`config.mk`:
```
export PLATFORM = sky130hd
export DESIGN_NAME = addr_match_bkpt
export DESIGN_NICKNAME = d
export VERILOG_FILES = /design/src/rtl/abm_pkg.sv /design/src/rtl/abm_ctrl.sv /design/src/rtl/abm_datapath.sv /design/src/rtl/addr_match_bkpt.sv
export SDC_FILE = /design/constraint.sdc
export NUM_CORES = 1
export LEC_CHECK = 0
export ABC_AREA = 1
export ABC_CLOCK_PERIOD_IN_PS = 3700
export BUFFER_PORTS_ARGS = -buffer_cell sky130_fd_sc_hd__buf_2
export CELL_PAD_IN_SITES_DETAIL_PLACEMENT = 0
export CELL_PAD_IN_SITES_GLOBAL_PLACEMENT = 1
export CORE_MARGIN = 2
export CORE_UTILIZATION = 32
export CTS_CLUSTER_DIAMETER = 120
export DETAILED_ROUTE_END_ITERATION = 8
export PLACE_DENSITY_LB_ADDON = 0.05
export SYNTH_ARGS = -nofsm -noshare
export SYNTH_HDL_FRONTEND = slang
export SYNTH_HIERARCHICAL = 1
export SYNTH_SLANG_ARGS = --single-unit
export TNS_END_PERCENT = 10
```
`constraint.sdc`:
```
create_clock -name clk -period 3.7 [get_ports clk]
set_input_delay 0.74 -clock clk [delete_from_list [all_inputs] [get_ports clk]]
set_output_delay 0.74 -clock clk [all_outputs]
set_load 0.02 [all_outputs]
```
`src/rtl/abm_pkg.sv`:
```
package abm_pkg;

  // Format codes held in the top nibble of a control word
  localparam logic [3:0] FMT_LEGACY = 4'd2;
  localparam logic [3:0] FMT_NEWER  = 4'd6;

  // Control word bit positions
  localparam int BIT_LOAD    = 0;
  localparam int BIT_STORE   = 1;
  localparam int BIT_EXEC    = 2;
  localparam int BIT_HOST_U  = 3;
  localparam int BIT_HOST_S  = 4;
  localparam int BIT_HOST_M  = 6;
  localparam int BIT_GUEST_U = 23;
  localparam int BIT_GUEST_S = 24;
  localparam int SIZE_LO     = 16;

  localparam logic [1:0] PRIV_U = 2'd0;
  localparam logic [1:0] PRIV_S = 2'd1;
  localparam logic [1:0] PRIV_M = 2'd3;

  // Per-trigger strobes from the control decode to the compare datapath
  typedef struct packed {
    logic execArm;
    logic loadArm;
    logic storeArm;
  } armStrobe_t;

  // Size codes that restrict a memory match; all others behave as "any"
  function automatic logic sizeCodeKnown(input logic [3:0] code);
    return (code == 4'd1) || (code == 4'd2) || (code == 4'd3) || (code == 4'd5);
  endfunction

endpackage

```
`src/rtl/abm_ctrl.sv`:
```
module abm_ctrl
  import abm_pkg::*;
#(
  parameter int NUM_TRIG = 4,
  parameter int XLEN     = 32
) (
  input  logic                     clk,
  input  logic                     rstN,
  input  logic [NUM_TRIG*XLEN-1:0] trigCtrl,
  input  logic [1:0]               privLevel,
  input  logic                     virtOn,
  input  logic [3:0]               memSize,
  output armStrobe_t [NUM_TRIG-1:0] arms
);

  localparam int FMT_HI = XLEN - 1;

  for (genvar i = 0; i < NUM_TRIG; i++) begin : g_trig
    logic [XLEN-1:0] word;
    logic [3:0]      fmt;
    logic            isLegacy;
    logic            isNewer;
    logic            hostModeOk;
    logic            guestModeOk;
    logic            modeOk;
    logic            anyMode;
    logic            anyAccess;
    logic            enabled;
    logic [3:0]      sizeCode;
    logic            sizeOk;

    assign word     = trigCtrl[i*XLEN +: XLEN];
    assign fmt      = word[FMT_HI -: 4];
    assign isLegacy = (fmt == FMT_LEGACY);
    assign isNewer  = (fmt == FMT_NEWER);

    // Host privilege enable selected by the current level
    always_comb begin
      case (privLevel)
        PRIV_U:  hostModeOk = word[BIT_HOST_U];
        PRIV_S:  hostModeOk = word[BIT_HOST_S];
        PRIV_M:  hostModeOk = word[BIT_HOST_M];
        default: hostModeOk = 1'b0;
      endcase
    end

    // Guest privilege enable, only user and supervisor exist as guests
    always_comb begin
      case (privLevel)
        PRIV_U:  guestModeOk = word[BIT_GUEST_U];
        PRIV_S:  guestModeOk = word[BIT_GUEST_S];
        default: guestModeOk = 1'b0;
      endcase
    end

    always_comb begin
      if (isLegacy)     modeOk = !virtOn && hostModeOk;
      else if (isNewer) modeOk = virtOn ? guestModeOk : hostModeOk;
      else              modeOk = 1'b0;
    end

    assign anyMode = word[BIT_HOST_U] | word[BIT_HOST_S] | word[BIT_HOST_M]
                   | (isNewer & (word[BIT_GUEST_U] | word[BIT_GUEST_S]));
    assign anyAccess = word[BIT_LOAD] | word[BIT_STORE] | word[BIT_EXEC];
    assign enabled   = (isLegacy || isNewer) && anyMode && anyAccess;

    assign sizeCode = isLegacy ? {2'b00, word[SIZE_LO+1:SIZE_LO]}
                               : word[SIZE_LO+3:SIZE_LO];
    assign sizeOk   = (sizeCode == 4'd0) || !sizeCodeKnown(sizeCode)
                   || (sizeCode == memSize);

    assign arms[i].execArm  = enabled && modeOk && word[BIT_EXEC];
    assign arms[i].loadArm  = enabled && modeOk && sizeOk && word[BIT_LOAD];
    assign arms[i].storeArm = enabled && modeOk && sizeOk && word[BIT_STORE];

    AST_LEGACY_QUIET_VIRT: assert property (@(posedge clk) disable iff (!rstN)
      (virtOn && (trigCtrl[i*XLEN+XLEN-1 -: 4] == FMT_LEGACY)) |-> (arms[i] == '0));
    AST_RESERVED_PRIV_QUIET: assert property (@(posedge clk) disable iff (!rstN)
      (privLevel == 2'd2) |-> (arms[i] == '0));
    AST_GUEST_M_QUIET: assert property (@(posedge clk) disable iff (!rstN)
      (virtOn && (privLevel == PRIV_M)) |-> (arms[i] == '0));
    AST_UNKNOWN_FMT_QUIET: assert property (@(posedge clk) disable iff (!rstN)
      ((trigCtrl[i*XLEN+XLEN-1 -: 4] != FMT_LEGACY) &&
       (trigCtrl[i*XLEN+XLEN-1 -: 4] != FMT_NEWER)) |-> (arms[i] == '0));
  end

endmodule

```
`src/rtl/abm_datapath.sv`:
```
module abm_datapath
  import abm_pkg::*;
#(
  parameter int NUM_TRIG = 4,
  parameter int XLEN     = 32,
  parameter int IDXW     = 2
) (
  input  logic                      clk,
  input  logic                      rstN,
  input  logic [NUM_TRIG*XLEN-1:0]  trigCmp,
  input  armStrobe_t [NUM_TRIG-1:0] arms,
  input  logic                      fetchValid,
  input  logic [XLEN-1:0]           fetchPc,
  input  logic                      memValid,
  input  logic                      memWe,
  input  logic [XLEN-1:0]           memAddr,
  output logic                      trapReq,
  output logic                      trapIsExec,
  output logic [IDXW-1:0]           trapIdx,
  output logic [XLEN-1:0]           trapAddr
);

  logic [NUM_TRIG-1:0] execHit;
  logic [NUM_TRIG-1:0] memHit;
  logic [IDXW-1:0]     execIdx;
  logic [IDXW-1:0]     memIdx;
  logic [XLEN-1:0]     execAddr;
  logic [XLEN-1:0]     memHitAddr;
  logic                anyExec;
  logic                anyMem;

  // One full-width comparator per trigger and per bus
  for (genvar i = 0; i < NUM_TRIG; i++) begin : g_cmp
    logic [XLEN-1:0] cmpWord;
    logic            accessArm;
    assign cmpWord    = trigCmp[i*XLEN +: XLEN];
    assign accessArm  = memWe ? arms[i].storeArm : arms[i].loadArm;
    assign execHit[i] = fetchValid && arms[i].execArm && (cmpWord == fetchPc);
    assign memHit[i]  = memValid && accessArm && (cmpWord == memAddr);
  end

  // Lowest index wins: scan downward so the last assignment is the lowest hit
  always_comb begin
    execIdx    = '0;
    memIdx     = '0;
    execAddr   = '0;
    memHitAddr = '0;
    for (int k = NUM_TRIG - 1; k >= 0; k--) begin
      if (execHit[k]) begin
        execIdx  = IDXW'(k);
        execAddr = trigCmp[k*XLEN +: XLEN];
      end
      if (memHit[k]) begin
        memIdx     = IDXW'(k);
        memHitAddr = trigCmp[k*XLEN +: XLEN];
      end
    end
  end

  assign anyExec = |execHit;
  assign anyMem  = |memHit;

  always_ff @(posedge clk) begin
    if (!rstN) begin
      trapReq    <= 1'b0;
      trapIsExec <= 1'b0;
      trapIdx    <= '0;
      trapAddr   <= '0;
    end else begin
      trapReq <= anyExec || anyMem;
      if (anyMem) begin
        trapIsExec <= 1'b0;
        trapIdx    <= memIdx;
        trapAddr   <= memHitAddr;
      end else if (anyExec) begin
        trapIsExec <= 1'b1;
        trapIdx    <= execIdx;
        trapAddr   <= execAddr;
      end
    end
  end

  AST_REQ_BACKED: assert property (@(posedge clk) disable iff (!rstN)
    trapReq |-> $past(fetchValid || memValid));
  AST_EXEC_ADDR: assert property (@(posedge clk) disable iff (!rstN)
    (trapReq && trapIsExec) |-> (trapAddr == $past(fetchPc)));
  AST_MEM_ADDR: assert property (@(posedge clk) disable iff (!rstN)
    (trapReq && !trapIsExec) |-> (trapAddr == $past(memAddr)));
  AST_MEM_FIRST: assert property (@(posedge clk) disable iff (!rstN)
    anyMem |=> (trapReq && !trapIsExec));
  AST_IDX_RANGE: assert property (@(posedge clk) disable iff (!rstN)
    trapReq |-> (int'(trapIdx) < NUM_TRIG));

endmodule

```
`src/rtl/addr_match_bkpt.sv`:
```
module addr_match_bkpt
  import abm_pkg::*;
#(
  parameter  int NUM_TRIG = 4,
  parameter  int XLEN     = 32,
  localparam int IDXW     = (NUM_TRIG > 1) ? $clog2(NUM_TRIG) : 1
) (
  input  logic                     clk,
  input  logic                     rstN,
  input  logic [NUM_TRIG*XLEN-1:0] trigCtrl,
  input  logic [NUM_TRIG*XLEN-1:0] trigCmp,
  input  logic [1:0]               privLevel,
  input  logic                     virtOn,
  input  logic                     fetchValid,
  input  logic [XLEN-1:0]          fetchPc,
  input  logic                     memValid,
  input  logic                     memWe,
  input  logic [XLEN-1:0]          memAddr,
  input  logic [3:0]               memSize,
  output logic                     trapReq,
  output logic                     trapIsExec,
  output logic [IDXW-1:0]          trapIdx,
  output logic [XLEN-1:0]          trapAddr
);

  armStrobe_t [NUM_TRIG-1:0] arms;

  abm_ctrl #(
    .NUM_TRIG (NUM_TRIG),
    .XLEN     (XLEN)
  ) i_ctrl (
    .clk       (clk),
    .rstN      (rstN),
    .trigCtrl  (trigCtrl),
    .privLevel (privLevel),
    .virtOn    (virtOn),
    .memSize   (memSize),
    .arms      (arms)
  );

  abm_datapath #(
    .NUM_TRIG (NUM_TRIG),
    .XLEN     (XLEN),
    .IDXW     (IDXW)
  ) i_datapath (
    .clk        (clk),
    .rstN       (rstN),
    .trigCmp    (trigCmp),
    .arms       (arms),
    .fetchValid (fetchValid),
    .fetchPc    (fetchPc),
    .memValid   (memValid),
    .memWe      (memWe),
    .memAddr    (memAddr),
    .trapReq    (trapReq),
    .trapIsExec (trapIsExec),
    .trapIdx    (trapIdx),
    .trapAddr   (trapAddr)
  );

endmodule

```
# Word-level counts from Yosys, hierarchy flattened
# Index checks and enable logic that the tools add are counted.
[word_totals]
latchBits = 0
romBits = 0
output_inout_bits = 36
register_bits = 36
word_cells = 206
mem_count = 0
in_bits = 332
mem_bits_rw = 0
[op_classes]
mul = 0
reduce_logical = 87
div_mod_pow = 0
add_sub_neg = 0
n_shift = 0
magnitude_cmp = 0
n_eq_ne = 38
bitwise_logic = 29
n_mux = 48
[ops]
columns = ["op", "n"]
rows = [
  ["two-way mux 32 bit", 10],
  ["equality test 32 bit", 8],
  ["equality test 4 x 2 -> 1 bit (second input constant)", 12],
  ["logical AND 1 bit", 48],
  ["equality test 4 x 3 -> 1 bit (second input constant)", 8],
  ["logical OR 1 bit", 25],
  ["bitwise OR 1 bit", 24],
  ["two-way mux 2 bit", 10],
  ["equality test 4 x 1 -> 1 bit (second input constant)", 4],
  ["equality test 4 bit", 4],
  ["logical NOT 4 bit", 4],
  ["two-way mux 1 bit", 16],
  ["two-way mux 4 bit", 4],
  ["case mux 1 bit (3 select lines)", 4],
  ["case mux 1 bit (2 select lines)", 4],
  ["OR reduction 4 bit", 2],
  ["logical NOT 1 bit", 5],
  ["OR reduction 5 bit", 1],
  ["bitwise AND 1 bit", 4],
  ["equality test 2 x 1 -> 1 bit (second input constant)", 1],
  ["equality test 2 bit (second input constant)", 1],
  ["logical NOT 2 bit", 1],
  ["nonzero test 2 bit", 1],
  ["NOT 1 bit", 1],
]

# Logic depth before layout (Yosys ltp)
[depth]
ltp_word = 19
ltp_mapped = 27
ltp_nobuf = 26

# Modules after synthesis
# The synthesis kept the hierarchy.
[by_module_without_submodules]
columns = ["mod", "n_inst", "area_each_um2", "seq_area_each_um2", "cells_each"]
rows = [
  ["abm_datapath", 1, 9621.7, 720.7, 2071],
  ["abm_ctrl", 1, 748.2, 0.0, 166],
]

# Least setup slack after synthesis
# No wires, ideal clock.
[synth_path]
path_kind = "input -> register"
start = "in privLevel[0]"
end = "reg i_datapath.trapAddr[10]"
path_buffers = 2
setup_ns = 0.119
arrival_ns = 2.827
setup_slack_ns = 0.753
required_time_ns = 3.581
stages = 25
cell_sequence = "nor2_2 nand2_1 nand2_1 nand3_1 nand2_1 and2_1 nand2_1 nor2_1 inv_1 nand2_1 nand2_1 inv_1 nand2_1 nor2_1 nand2_1 nor2_1 nand3_1 nand2_1 nor2_2 nand2_2 buf_6 buf_4 nand2_1 nor2_1 a21oi_1"
[synth_rtl]
columns = ["element", "line", "source"]
rows = [
  ["start, declared", "addr_match_bkpt.sv:12", "input logic [1:0] privLevel,"],
  ["end signal, assigned", "abm_datapath.sv:74", "trapAddr <= memHitAddr;"],
  ["end signal, assigned", "abm_datapath.sv:78", "trapAddr <= execAddr;"],
  ["end, declared", "abm_datapath.sv:20", "output logic [XLEN-1:0] trapAddr"],
]

==> results.py <==
metrics = {
    "final_layout": {
        "nets": 2866,
        "area_growth_syn_to_layout_pct": 23.8,
        "fillCellCount": 3850,
        "most-common-layout-cells": "895 x nand2_1, 337 x nor2_1, 303 x buf_2",
        "drive_gt1_share_pct": 17.4,
        "final_common_cell": "nand2_1",
    },
    "logic_synthesis": {
        "ys_top_cells_by_area": "nand2_1 32%, nor2_1 12%, nand3_1 8.3%, nand4_1 8.2%, dfxtp_1 6.9%",
        "synthArstFlopShare_pct": 0,
        "syn_inst": 2237,
        "ys_seq_elements": 36,
        "synth_area_leader_cell": "nand2_1",
        "synth_area_sq_mm": 0.0104,
        "synthDistinctLibCells": 35,
        "ys.warnings.count": 6,
        "syn-num-nets": 2569,
        "yosysSeqAreaShare_pct": 6.95,
        "avgSynthCellArea_sq_um": 4.64,
        "ys.flop_type": "dfxtp_1",
        "yosysTopAreaCellShare_pct": 32.4,
        "synth-edff-count": 0,
    },
    "clocking": {
        "htreeDepth": 2,
        "cts_buffers": 5,
        "clk_latency_ns": 0.34,
        "clkTransAtPathRegs_ns": 0.08,
        "post_cts_buffers": 0,
        "clock_sinks": 36,
        "cts-root-buf": "clkbuf_16",
        "cts_tree": "yes",
        "clockBufferDepth": 2,
    },
    "sta": {
        "fin_skew_ns": 0,
        "post-route-period-util_pct": 93.2,
        "hold_slack_ns": 0.482,
        "setup_viol": 0,
        "slew_violations": 0,
        "max_freq_mhz": 290,
        "grt_setup_unrepaired": "false",
        "finalHoldViolCount": 0,
        "slew_headroom_pct": 47.7,
        "tightest_slew_ns": 0.784,
        "fin_crit_ns": 3.45,
    },
    "critical_path": {
        "end_kind": "flip-flop",
        "path_class": "in2reg",
        "cpMaxStageDelayCell": "nor2_2",
        "crit_chain": "buf_2 -> nor2_2 -> nand2_1 -> nand3_1 -> nand2_1 -> nand2_1 -> and3_2 -> nand2_1 -> a21oi_1 -> nand3_1 -> nor2_1 -> nand3_1 -> inv_1 -> nand2_1 -> buf_4 -> nand2_1 -> buf_12 -> nor2_1 -> nor2_1 -> nor2_1 -> nor2_1 -> a21oi_1",
        "crit_family": "simple AND/OR/NAND/NOR gates",
        "crit_arrival_ns": 3.68,
        "worst_setup_path_start_kind": "input port",
        "path_common_cell": "nand2_1",
        "cp_max_fo": 32,
        "crit_required_ns": 3.93,
        "max_stage_delay_ns": 0.28,
        "path_buf_inv": 4,
    },
    "global_route": {
        "grt_busiest_layer": "met2",
        "antenna_found_initial": 1,
        "grt_max_degree": 48,
        "grt_pass1_vias": 15531,
        "grt-ovfl-total": 0,
        "grt.met1_usage_pct": 58.1,
        "grt.total_usage_pct": 45.6,
        "grt_first_pass_wirelength_mm": 109,
        "grt_use_met3_pct": 11.5,
        "met2_usage_pct": 70.2,
    },
    "power_and_ir_drop": {
        "ir_drop_uv": 190,
        "switching_power_mw": 1.19,
        "switching_share_pct": 54.2,
        "power_frac_seq_pct": 17.6,
        "p_per_area_mw_per_mm2": 171,
        "finalPower_mw": 2.20,
        "p_int_mw": 1.01,
        "clkPwrFrac_pct": 24.6,
        "p_comb_share_pct": 57.8,
        "p_leak_nw": 7.39,
    },
    "floorplan": {
        "die_w_microns": 184,
        "die_area_sq_mm": 0.0339,
        "rows": 65,
        "initial_core_util_pct": 32.7,
        "coreArea_sq_mm": 0.0317,
        "die_y_microns": 184,
        "ios": 368,
    },
    "place": {
        "routabilityCongestion": 1.16,
        "io_buffers": 303,
        "place_hpwl_mm": 66.2,
    },
    "routing": {
        "avgRoutedWirePerCell_microns": 26.7,
        "vias_per_cell": 5.79,
        "drc": 0,
        "finalWirelength_mm": 78.3,
        "ant_nets": 0,
        "drtIter0Drc": 2238,
        "via_count": 17001,
        "first_pass_iters": 8,
    },
    "hold_path": {
        "hold_path_class": "reg2reg",
    },
    "job": {
        "cap_violations": 0,
    },
    "status": {
        "status": "complete, no violations",
    },
}
## Yosys cell counts, types with 2 or more instances
| master | count |
|---|---|
| or2_1 | 3 |
| o21ai_0 | 72 |
| and2_1 | 6 |
| xnor2_1 | 35 |
| buf_1 | 5 |
| o211ai_1 | 3 |
| nand2_1 | 896 |
| clkinv_1 | 6 |
| nor3b_1 | 9 |
| inv_1 | 191 |
| and3_1 | 2 |
| inv_2 | 59 |
| clkbuf_1 | 44 |
| nand3b_1 | 10 |
| nand3_1 | 171 |
| o31ai_1 | 4 |
| buf_2 | 15 |
| o22ai_1 | 3 |
| dfxtp_1 | 36 |
| nor4_1 | 3 |
| nor3_1 | 25 |
| nand4_1 | 136 |
| buf_4 | 2 |
| o2111ai_1 | 2 |
| xor2_1 | 23 |
| buf_6 | 5 |
| o21ai_1 | 10 |
| nor2_1 | 337 |
| and3_2 | 4 |
| a21oi_1 | 111 |
| nor2_2 | 5 |
## worst paths after layout
path	startpoint	endpoint	slack (ns)	cells past startpoint
max	privLevel[0]	i_datapath/trapAddr[5]	0.25	22
min	i_datapath/trapIdx[1]	i_datapath/trapIdx[1]	0.48	2
max reg2reg	i_datapath/trapIsExec	i_datapath/trapIsExec	2.89	2
min reg2reg	i_datapath/trapIdx[1]	i_datapath/trapIdx[1]	0.48	2
## flip-flops by register name, indices dropped and copies added, names as in the netlist
name	cells
i_datapath/trapAddr	32
i_datapath/trapIdx	2
i_datapath/trapIsExec	1
i_datapath/trapReq	1
## cell type report
cell class	instances	area (sq um)	area share, %
Sequential cell	36	721	5.62
Timing Repair Buffer	361	2130	16.6
Inverter	256	961	7.49
Tap cell	402	503	3.92
Clock buffer	7	143	1.11
Multi-Input combinational cell	1874	8370	65.2
Antenna cell	1	2.50	0.0195
Clock inverter	1	7.51	0.0585
## tightest hold or removal path, delay by kind of cell, from the launching register on
kind	cells	cell delay, ns
simple gates	1	0.06
flops	1	0.32
compound gates	1	0.05
## what timing repair did
action / CTS / global route
gates resized for setup: 0 / 2
setup endpoints to repair: 0 / 3
hold buffers: 0 / 0
## power by group through the flow
stage	sequential (mW)	clock, mW	combinational [mW]
after floorplan	0.396	0	0.532
after global placement	0.396	0	1.20
after detailed placement	0.396	0	1.20
after CTS	0.387	0.560	1.21
after global routing	0.387	0.563	1.33
final	0.387	0.541	1.27
## kinds of logic after synthesis
| kind of cell | after synthesis | synth area share (%) |
|---|---|---|
| buffers and inverters | 327 | 12.5 |
| XOR/XNOR | 58 | 4.90 |
| flip-flops | 36 | 6.95 |
| AO/OA/AOI/OAI | 205 | 10.2 |
| AND/OR/NAND/NOR | 1611 | 65.5 |
## metal layers
| metal | wire length [microns] | up-vias |
|---|---|---|
| met5 | 0 | - |
| met4 | 4900 | 0 |
| met3 | 8760 | 218 |
| met2 | 33100 | 1171 |
| met1 | 31600 | 7872 |
| li1 | - | 7740 |
## per-stage QoR
stage / TNS (ns) / area [sq um] / setup WS (ns) / cells / util, %
global route: 0 / 12800 / 0.0252 / 2938 / 40.5
global placement: 0 / 12700 / 0.0234 / 2929 / 40.0
detailed placement: -0.0795 / 12700 / -0.0605 / 2929 / 40.0
CTS: 0 / 12800 / 0.301 / 2937 / 40.4
floorplan: 0 / 10400 / 0.753 / 2237 / -
finish: 0 / 12800 / 0.251 / 2938 / 40.5
No activity file was read; power rests on OpenSTA's default activity.
